==> src/rtl/asram_pkg.sv <==
package asram_pkg;

   typedef enum logic [2:0] {
      ST_IDLE,
      ST_READ,
      ST_TURN,
      ST_WSETUP,
      ST_WPULSE,
      ST_WHOLD
   } asram_state_e;

   // nanosecond limit -> whole clock cycles, rounded up, at least one
   function automatic int unsigned ns_to_cycles(int unsigned lim_ns, int unsigned clk_ps);
      int unsigned c;
      c = (lim_ns * 1000 + clk_ps - 1) / clk_ps;
      if (c < 1) c = 1;
      return c;
   endfunction

   function automatic int unsigned max3(int unsigned a, int unsigned b, int unsigned c);
      int unsigned m;
      m = a;
      if (b > m) m = b;
      if (c > m) m = c;
      return m;
   endfunction

endpackage

==> src/rtl/asram_phase_timer.sv <==
module asram_phase_timer #(
   parameter int unsigned CNT_W    = 1,
   parameter int unsigned MAX_LOAD = 0
) (
   input  logic             clk,
   input  logic             rst_n,
   input  logic             load,
   input  logic [CNT_W-1:0] load_val,
   output logic             last_o
);
   generate
      if (MAX_LOAD == 0) begin : g_single
         // every phase is one cycle long: no counter needed
         logic unused_timer;
         assign unused_timer = ^{clk, rst_n, load, load_val};
         assign last_o       = 1'b1;
      end else begin : g_count
         logic [CNT_W-1:0] cnt_q;
         always_ff @(posedge clk) begin
            if (!rst_n)               cnt_q <= '0;
            else if (load)            cnt_q <= load_val;
            else if (cnt_q != '0)     cnt_q <= cnt_q - 1'b1;
         end
         assign last_o = (cnt_q == '0);
      end
   endgenerate
endmodule

==> src/rtl/asram_fsm.sv <==
module asram_fsm
   import asram_pkg::*;
#(
   parameter int unsigned CNT_W     = 1,
   parameter int unsigned RD_LOAD   = 0,
   parameter int unsigned WP_LOAD   = 0,
   parameter int unsigned TURN_LOAD = 0
) (
   input  logic             clk,
   input  logic             rst_n,
   input  logic             req,
   input  logic             wr,
   input  logic             last,
   output logic             load,
   output logic [CNT_W-1:0] load_val,
   output logic             accept,
   output logic             capture,
   output logic             sel_o,
   output logic             oe_n_o,
   output logic             we_n_o,
   output logic             dq_oe_o,
   output logic             done_o
);
   asram_state_e state_q, state_d;
   logic         after_read_q;
   logic         done_d;

   always_comb begin
      state_d  = state_q;
      load     = 1'b0;
      load_val = '0;
      accept   = 1'b0;
      capture  = 1'b0;
      done_d   = 1'b0;
      case (state_q)
         ST_IDLE: if (req) begin
            accept = 1'b1;
            load   = 1'b1;
            if (!wr) begin
               state_d  = ST_READ;
               load_val = CNT_W'(RD_LOAD);
            end else if (after_read_q) begin
               state_d  = ST_TURN;
               load_val = CNT_W'(TURN_LOAD);
            end else begin
               state_d  = ST_WSETUP;
            end
         end
         ST_READ: if (last) begin
            state_d = ST_IDLE;
            capture = 1'b1;
            done_d  = 1'b1;
         end
         ST_TURN: if (last) begin
            state_d = ST_WSETUP;
            load    = 1'b1;
         end
         ST_WSETUP: if (last) begin
            state_d  = ST_WPULSE;
            load     = 1'b1;
            load_val = CNT_W'(WP_LOAD);
         end
         ST_WPULSE: if (last) begin
            state_d = ST_WHOLD;
            load    = 1'b1;
         end
         ST_WHOLD: if (last) begin
            state_d = ST_IDLE;
            done_d  = 1'b1;
         end
         default: state_d = ST_IDLE;
      endcase
   end

   // strobes registered from the next state so they change cleanly with it
   always_ff @(posedge clk) begin
      if (!rst_n) begin
         state_q      <= ST_IDLE;
         after_read_q <= 1'b0;
         sel_o        <= 1'b0;
         oe_n_o       <= 1'b1;
         we_n_o       <= 1'b1;
         dq_oe_o      <= 1'b0;
         done_o       <= 1'b0;
      end else begin
         state_q <= state_d;
         if (capture)                          after_read_q <= 1'b1;
         else if (state_q == ST_WHOLD && last) after_read_q <= 1'b0;
         sel_o   <= (state_d inside {ST_READ, ST_WSETUP, ST_WPULSE, ST_WHOLD});
         oe_n_o  <= (state_d != ST_READ);
         we_n_o  <= (state_d != ST_WPULSE);
         dq_oe_o <= (state_d == ST_WPULSE);
         done_o  <= done_d;
      end
   end
endmodule

==> src/rtl/asram_datapath.sv <==
module asram_datapath #(
   parameter int unsigned ADDR_W = 13,
   parameter int unsigned DATA_W = 8
) (
   input  logic              clk,
   input  logic              rst_n,
   input  logic              accept,
   input  logic              capture,
   input  logic [ADDR_W-1:0] addr_i,
   input  logic [DATA_W-1:0] wdata_i,
   input  logic [DATA_W-1:0] mem_dq_i,
   output logic [ADDR_W-1:0] mem_addr_o,
   output logic [DATA_W-1:0] mem_dq_o,
   output logic [DATA_W-1:0] rdata_o
);
   always_ff @(posedge clk) begin
      if (!rst_n) begin
         mem_addr_o <= '0;
         mem_dq_o   <= '0;
         rdata_o    <= '0;
      end else begin
         if (accept) begin
            mem_addr_o <= addr_i;
            mem_dq_o   <= wdata_i;
         end
         if (capture) rdata_o <= mem_dq_i;
      end
   end
endmodule

==> src/rtl/async_sram_ctl.sv <==
module async_sram_ctl
   import asram_pkg::*;
#(
   parameter int unsigned ADDR_W        = 13,
   parameter int unsigned DATA_W        = 8,
   parameter int unsigned CLK_PS        = 20000,
   parameter int unsigned T_CYCLE_NS    = 12,
   parameter int unsigned T_ADDR_ACC_NS = 12,
   parameter int unsigned T_OE_ACC_NS   = 6,
   parameter int unsigned T_WE_PULSE_NS = 10,
   parameter int unsigned T_DATA_SU_NS  = 6,
   parameter int unsigned T_BUS_REL_NS  = 6
) (
   input  logic              clk,
   input  logic              rst_n,
   input  logic              req_i,
   input  logic              wr_i,
   input  logic [ADDR_W-1:0] addr_i,
   input  logic [DATA_W-1:0] wdata_i,
   output logic [DATA_W-1:0] rdata_o,
   output logic              done_o,
   output logic [ADDR_W-1:0] mem_addr_o,
   input  logic [DATA_W-1:0] mem_dq_i,
   output logic [DATA_W-1:0] mem_dq_o,
   output logic              mem_dq_oe_o,
   output logic              mem_ce1_n_o,
   output logic              mem_ce2_o,
   output logic              mem_oe_n_o,
   output logic              mem_we_n_o
);
   localparam int unsigned RD_CYC = max3(ns_to_cycles(T_ADDR_ACC_NS, CLK_PS),
                                         ns_to_cycles(T_CYCLE_NS, CLK_PS),
                                         ns_to_cycles(T_OE_ACC_NS, CLK_PS));
   localparam int unsigned WP_CYC = max3(ns_to_cycles(T_WE_PULSE_NS, CLK_PS),
                                         ns_to_cycles(T_DATA_SU_NS, CLK_PS), 1);
   localparam int unsigned TURN_CYC = ns_to_cycles(T_BUS_REL_NS, CLK_PS);
   localparam int unsigned MAX_LOAD = max3(RD_CYC, WP_CYC, TURN_CYC) - 1;
   localparam int unsigned CNT_W    = (MAX_LOAD > 0) ? $clog2(MAX_LOAD + 1) : 1;

   generate
      if (ADDR_W < 1 || DATA_W < 1) begin : g_bad_width
         $error("async_sram_ctl: address and data widths must be nonzero");
      end
      if (CLK_PS == 0) begin : g_bad_clk
         $error("async_sram_ctl: clock period must be nonzero");
      end
   endgenerate

   logic             load, last, accept, capture, sel;
   logic [CNT_W-1:0] load_val;

   asram_phase_timer #(.CNT_W(CNT_W), .MAX_LOAD(MAX_LOAD)) u_timer (
      .clk(clk), .rst_n(rst_n), .load(load), .load_val(load_val), .last_o(last)
   );

   asram_fsm #(
      .CNT_W(CNT_W), .RD_LOAD(RD_CYC - 1), .WP_LOAD(WP_CYC - 1), .TURN_LOAD(TURN_CYC - 1)
   ) u_fsm (
      .clk(clk), .rst_n(rst_n), .req(req_i), .wr(wr_i), .last(last),
      .load(load), .load_val(load_val), .accept(accept), .capture(capture),
      .sel_o(sel), .oe_n_o(mem_oe_n_o), .we_n_o(mem_we_n_o),
      .dq_oe_o(mem_dq_oe_o), .done_o(done_o)
   );

   asram_datapath #(.ADDR_W(ADDR_W), .DATA_W(DATA_W)) u_dp (
      .clk(clk), .rst_n(rst_n), .accept(accept), .capture(capture),
      .addr_i(addr_i), .wdata_i(wdata_i), .mem_dq_i(mem_dq_i),
      .mem_addr_o(mem_addr_o), .mem_dq_o(mem_dq_o), .rdata_o(rdata_o)
   );

   assign mem_ce1_n_o = ~sel;
   assign mem_ce2_o   = sel;
endmodule

==> config.mk <==
export PLATFORM = sky130hd
export DESIGN_NAME = async_sram_ctl
export DESIGN_NICKNAME = d
export VERILOG_FILES = /design/src/rtl/asram_pkg.sv /design/src/rtl/asram_phase_timer.sv /design/src/rtl/asram_fsm.sv /design/src/rtl/asram_datapath.sv /design/src/rtl/async_sram_ctl.sv
export SDC_FILE = /design/constraint.sdc
export NUM_CORES = 1
export LEC_CHECK = 0
export BUFFER_PORTS_ARGS = -buffer_cell sky130_fd_sc_hd__buf_2
export CORE_MARGIN = 3
export CORE_UTILIZATION = 49
export CTS_CLUSTER_DIAMETER = 50
export DETAILED_ROUTE_END_ITERATION = 6
export MAX_ROUTING_LAYER = met4
export PLACE_DENSITY = 0.83
export SYNTH_ARGS = -nofsm -noshare
export SYNTH_HDL_FRONTEND = slang
export SYNTH_SLANG_ARGS = --single-unit
==> constraint.sdc <==
create_clock -name clk -period 4.1 [get_ports clk]
set_clock_uncertainty 0.05 [all_clocks]
set_input_delay 0.82 -clock clk [delete_from_list [all_inputs] [get_ports clk]]
set_output_delay 0.82 -clock clk [all_outputs]
set_load 0.01 [all_outputs]
==> summary.md, run 1 <==
| Metric | Value |
|---|---|
| Switching power | `between 150 and 200 uW` |
| Num CTS Buffers | `5` |
| Minimum clock period | `1850 ps` |
| Maximum vdd drop | `~0.23 mV` |
| GRT Util Overall | `between 15 and 20%` |
| Hold/Removal Path Class | `reg2reg` |
| P_int | `~540 uW` |
| Final Hold Fails | `0` |
| Yosys top cell by area | `dfxtp_1` |
| Sequential element share of the synthesized area | `slightly above 50%` |
| Core ar. | `between 0.002 and 0.003 mm^2` |
| Critical path data required time | `4310 ps` |
| # hold bufs at CTS | `0` |
| Share of cells above drive strength 1 | `approximately 36%` |
| Initial antenna violation count | `0` |
| Synth unique cells | `22` |
| Most frequent cells in the layout | `buf_2 (67), nand2_1 (58), dfxtp_1 (38), mux2i_1 (29), clkbuf_4 (5)` |
| Crit path kind | `in2reg` |
| Startpoint types | `input pin` |
| Max Slew Vio Count | `0` |
| Outcome | `finished clean` |
| CTS Sinks | `38` |
| Fmax | `approximately 540 MHz` |
| Clock power frac | `around 27%` |
| Synth Cell Area | `roughly 0.0015 mm^2` |
| Slowest stage cell, crit path | `buf_2` |
| Area grow syn2layout | `24.2%` |
| Combinational Power Share | `about 17%` |
| Vias in the first global route | `about 1,100` |
| Mapped Cells | `approximately 160` |
| Vias | `~1,200` |
| Routed Wire Length | `a little under 3000 um` |
| Worst Setup End Kind | `flop` |
| Clk slew on worst S/H paths | `around 100 ps` |
| Fin nets | `254` |
| Inst Count DP | `around 250` |
| Root Driver | `clkbuf_4` |
| CP Cell Sequence | `buf_2 -> a21bo_2 -> a211oi_1` |
| Remaining antenna violation count | `0` |
| CP Max Fanout | `65` |
| I/O Buffers | `67` |
| Leak | `about 0.00094 uW` |
| Overflow after GRT | `0` |
| Most common cell after layout, fill and taps aside | `buf_2` |
| Drt pass-1 iters | `4` |
| Crit path DAT | `just over 2000 ps` |
| Sum Neg Setup Slack | `0 ps` |
| Switching Fraction | `roughly a quarter` |
| #FFs+latches synth | `38` |
| Final worst-path cycle share | `between 40% and 50%` |
| Die height | `just over 60 um` |
| Vias per Instance | `slightly below 5` |
| Main area contributors after synthesis | `dfxtp_1 (50%), mux2i_1 (19%), nand2_1 (14%)` |
| Buf/Inv on CP | `1` |
| Die area | `approximately 0.0038 mm^2` |
| Biggest cell delay along the critical path | `between 700 and 800 ps` |
| Wire length per cell | `between 10 and 15 um` |
| Final WS setup | `between 2000 and 2500 ps` |
| Avg Inst Size Synth | `~9.6 um^2` |
| Maximum clock path buffer count | `2` |
| Antenna Diode Count | `0` |
| Worst R2R Start | `u_fsm.state_q[2]` |
| Ports | `around 70` |
| Hold Path Cell Cnt | `2` |
| Yosys warnings | `0` |
| RSZ-0062 raised after global routing | `no` |
| Row cnt | `19` |
| PwrDens | `around 400 mW/mm^2` |
| Setup violators final | `0` |
| DP Worst Slack | `1890 ps` |
| Final GP Congestion | `approximately 0.67` |
| Max cap viols | `0` |
| Register share of total power | `~56%` |
| CTS tree | `yes` |
| Worst-margin pin slew | `just under 1000 ps` |
| Final Cell Area | `roughly 0.0019 mm^2` |
| R2r endpoint | `u_dp.mem_dq_o[0]` |
| DP Area | `~0.0018 mm^2` |
| Final std cells w/o fill | `253` |
| First-pass GRT wire length | `about 4600 um` |
| Initial core utilization | `53.0%` |
| Setup bufs post-CTS | `0` |
| FF-to-FF setup slack | `2640 ps` |
| H-tree depth | `2` |
| Max_slew headroom | `approximately a third` |
| Synth top area share | `slightly above 50%` |
| DP HPWL | `around 2000 um` |
| R2R cell count | `3` |
| Clock Latency Late Sink | `340 ps` |
| Cell family with most CP delay | `buffers and inverters` |
| Hold Path Sink | `u_dp.rdata_o[7]` |
| Fillcell total | `around 260` |
| Largest net degree at the start of global routing | `66` |
| Net Count, Synth | `between 150 and 200` |
| Die Span X | `about 62 um` |
| Hold path start | `u_dp.rdata_o[7]` |
| Post-CTS sizing | `0` |
| DRC Markers | `0` |
| First DRT Iteration DRCs | `50` |
## logic make-up after synthesis
| family | Yosys count | synth area share [%] |
|---|---|---|
| mux | 29 | 19.2 |
| simple gates | 69 | 20.8 |
| compound gates | 7 | 3.80 |
| flops | 38 | 50.3 |
| buf+inv | 15 | 5.95 |
## worst max-delay path by stage
stage	startpoint	endpoint	slack, ps	cells past startpoint
finish	rst_n	u_fsm.state_q[0]	2250	3
global route	rst_n	u_fsm.state_q[0]	2140	3
CTS	rst_n	u_fsm.sel_o	2220	3
detailed placement	rst_n	u_fsm.sel_o	1890	3
global placement	rst_n	u_fsm.sel_o	1900	3
floorplan	req_i	u_dp.mem_addr_o[10]	2470	3
## area by class of cell
type | count | area (um^2) | area share, %
well taps | 31 | 38.8 | 2.06
repair buffers | 69 | 350 | 18.6
clock buffers | 7 | 55.1 | 2.93
flip-flops and latches | 38 | 761 | 40.5
clock inverters | 1 | 5.00 | 0.266
multi-input cells | 105 | 662 | 35.2
inverters | 2 | 7.51 | 0.399
## tightest hold or removal path: cells and delay by family, from the launching register on
family	cells	cell delay (ps)
simple gates	1	50
mux	1	50
flops	1	320
## flip-flops by register name, summed over array words and instances (netlist names)
register / cells
u_fsm.oe_n_o: 1
u_fsm.state_q: 3
u_fsm.sel_o: 1
u_dp.mem_addr_o: 13
u_fsm.dq_oe_o: 1
u_dp.rdata_o: 8
u_fsm.done_o: 1
u_dp.mem_dq_o: 8
u_fsm.after_read_q: 1
u_fsm.we_n_o: 1
## Yosys cell counts, drive strengths merged
cell type	instances
a211oi	2
a21bo	2
a21boi	1
a21oi	1
and2	1
buf	9
clkbuf	4
dfxtp	38
inv	2
mux2i	29
nand2	58
nand3b	3
nand4b	1
nor2	1
nor2b	1
nor3b	1
nor4b	2
o211a	1
or3b	1
## power groups by stage
stage / combinational (uW) / clock [uW] / sequential, uW
after CTS: 124 / 203 / 412
after global placement: 121 / 0 / 420
after floorplan: 72.5 / 0 / 428
after detailed placement: 123 / 0 / 420
after global routing: 136 / 220 / 416
final: 122 / 196 / 412
## per-stage QoR
step	hold WS, ps	power, uW	util (%)
after floorplan	423	500	-
after global placement	389	541	63.8
after detailed placement	397	544	63.8
after CTS	415	740	65.9
after global routing	428	773	65.9
final	411	730	65.9
## metal layers
metal  part of all wire, %  wire length, um  track usage, %  vias up
met4                   2.2               63            9.09        0
met2                    47             1370            28.6       46
met1                    43             1250            19.3      524
met5                     0                0               -        -
met3                   7.6              221            5.45        8
li1                      -                -               -      637
(Power assumes the default switching activity.)
==> run 2: changes to the inputs <==
Settings changed: CORE_UTILIZATION 49 to 41, PLACE_DENSITY 0.83 to 0.74.
Clock period 4.1 ns to 1.58 ns, I/O delays scaled along.
==> summary.md, run 2 (same netlist as run 1, synthesis figures left out) <==
| Metric | Value |
|---|---|
| Ports | `68 (unchanged)` |
| Outcome | `finished clean` |
| Startpoint types | `flop` |
| Core ar. | `0.00344 mm^2 (+21%)` |
| Fillcell total | `331 (+26%)` |
| Root Driver | `clkbuf_8` |
| Max cap viols | `0 (unchanged)` |
| CP Cell Sequence | `nor4b_4 -> buf_4 -> mux2i_1` |
| Row cnt | `21 (+2)` |
| Largest net degree at the start of global routing | `28 (-58%)` |
| H-tree depth | `2 (unchanged)` |
| Crit path kind | `reg2reg` |
| CTS Sinks | `38 (unchanged)` |
| Fmax | `around 750 MHz` |
| DP HPWL | `2150 um (+5.0%)` |
| Final hold slack | `221 ps (-189 ps)` |
| FF-to-FF setup slack | `240 ps (-2400 ps)` |
| Wire length per cell | `10.8 um (-6.0%)` |
| Post-CTS sizing | `0 (unchanged)` |
| Max reg flops | `13 (unchanged)` |
| Final Hold Fails | `0 (unchanged)` |
| Die height | `66.7 um (+8.4%)` |
| Hold path start | `wr_i` |
| Setup violators final | `0 (unchanged)` |
| Die area | `0.00445 mm^2 (+18%)` |
| Maximum clock path buffer count | `2 (unchanged)` |
| Initial antenna violation count | `0 (unchanged)` |
| Max Slew Vio Count | `0 (unchanged)` |
| Top reg by flops | `u_dp.mem_addr_o` |
| CP Max Fanout | `13 (-80%)` |
| Hold/Removal Path Class | `in2reg` |
| PwrDens | `1080 mW/mm^2 (+180%)` |
| Slowest stage cell, crit path | `dfxtp_1` |
| GRT Util Overall | `14.0% (-3.7 points)` |
| Clk slew on worst S/H paths | `70 ps (-30 ps)` |
| Num CTS Buffers | `5 (unchanged)` |
| Worst R2R Start | `u_fsm.state_q[2]` |
| Crit path DAT | `1490 ps (-570 ps)` |
| Share of cells above drive strength 1 | `37.3% (+1.3 points)` |
| Routed Wire Length | `2930 um (+0.69%)` |
| First DRT Iteration DRCs | `51 (+2.0%)` |
| Vias per Instance | `4.49 (-6.6%)` |
| R2r endpoint | `u_dp.mem_addr_o[12]` |
| Drt pass-1 iters | `4 (unchanged)` |
| R2R cell count | `3 (unchanged)` |
| Max_slew headroom | `77.3% (+42 points)` |
| Final GP Congestion | `0.689 (+2.6%)` |
| Overflow after GRT | `0 (unchanged)` |
| # hold bufs at CTS | `0 (unchanged)` |
| Most frequent cells in the layout | `buf_2 (67), nand2_1 (58), dfxtp_1 (38), mux2i_1 (29), clkbuf_8 (8)` |
| Vias in the first global route | `1,078 (+0.84%)` |
| Minimum clock period | `1340 ps` |
| Biggest cell delay along the critical path | `400 ps (-330 ps)` |
| DP Area | `0.00186 mm^2 (+2.3%)` |
| First-pass GRT wire length | `4650 um (+0.89%)` |
| Largest regs | `u_dp.mem_addr_o: 13 flops, u_dp.mem_dq_o: 8 flops, u_dp.rdata_o: 8 flops` |
| Remaining antenna violation count | `0 (unchanged)` |
| Final WS setup | `243 ps (-2000 ps)` |
| Clock Latency Late Sink | `280 ps (-60 ps)` |
| Vias | `1,216 (+0.082%)` |
| Fin nets | `257 (+1.2%)` |
| Die Span X | `66.7 um (+8.4%)` |
| Setup bufs post-CTS | `0 (unchanged)` |
| Leak | `0.000975 uW (+3.9%)` |
| Most common cell after layout, fill and taps aside | `buf_2` |
| Critical path data required time | `1740 ps (-2570 ps)` |
| Hold Path Sink | `u_fsm.oe_n_o` |
| DP Worst Slack | `238 ps (-1650 ps)` |
| I/O Buffers | `67 (unchanged)` |
| Pwr Total | `2130 uW (+190%)` |
| Area grow syn2layout | `30.3%` |
| Hold Path Cell Cnt | `2 (unchanged)` |
| Initial core utilization | `43.9% (-9.1 points)` |
| Sum Neg Setup Slack | `0 ps (unchanged)` |
| Maximum vdd drop | `0.589 mV (+150%)` |
| RSZ-0062 raised after global routing | `no` |
| CTS tree | `yes` |
| DRC Markers | `0 (unchanged)` |
| Final Cell Area | `0.00197 mm^2 (+4.9%)` |
| Worst-margin pin slew | `340 ps (-631 ps)` |
| Final worst-path cycle share | `84.6%` |
| Antenna Diode Count | `0 (unchanged)` |
| Worst Setup End Kind | `flop` |
## run 2: cell count changes in the layout (fill, tap and decap cells not counted), sizes merged
cell | previous run | this run
buf | 69 | 72
clkbuf | 7 | 8
clkinv | 1 | 0
## run 2: metal layers
| layer | GRT usage [%] | vias to the layer above | routed length [um] |
|---|---|---|---|
| met5 | - | - | 0 |
| met4 | 4.57 | 0 | 33 |
| met3 | 6.07 | 4 | 280 |
| met2 | 19.9 | 46 | 1250 |
| met1 | 17.7 | 524 | 1360 |
| li1 | - | 642 | - |
## run 2: how the worst max path moves through the flow
stage,startpoint,to,slack [ps],cells past startpoint
finish,u_fsm.state_q[2],u_dp.mem_addr_o[12],240,3
CTS,u_fsm.state_q[2],u_dp.mem_dq_o[0],220,3
global placement,u_fsm.state_q[2],u_dp.mem_addr_o[7],310,3
detailed placement,u_fsm.state_q[2],u_dp.mem_addr_o[6],240,3
global route,u_fsm.state_q[2],u_dp.mem_addr_o[12],130,3
floorplan,u_fsm.state_q[2],u_dp.mem_addr_o[10],270,4
## run 2: layout make-up
cell class,instances,area (um^2),share of cell area (%)
Sequential cell,38,761,38.6
Multi-Input combinational cell,105,662,33.6
Timing Repair Buffer,72,373,18.9
Clock buffer,8,110,5.59
Tap cell,46,57.6,2.92
Inverter,2,7.51,0.381
## run 2: metrics by stage
step | cells | utilization [%]
floorplan | 158 | -
global placement | 263 | 54.1
detailed placement | 263 | 54.1
CTS | 271 | 57.3
global route | 271 | 57.3
finish | 271 | 57.3
## run 2: critical path: cells and delay by family (launching register included)
| kind | cells | cell delay (ps) |
|---|---|---|
| buf+inv | 1 | 290 |
| simple gates | 1 | 320 |
| flops | 1 | 400 |
| mux | 1 | 210 |
## run 2: where the power goes
group,switching [uW],total [uW],internal [uW]
registers,41.4,1070,1030
clock network,301,741,440
logic,163,324,161
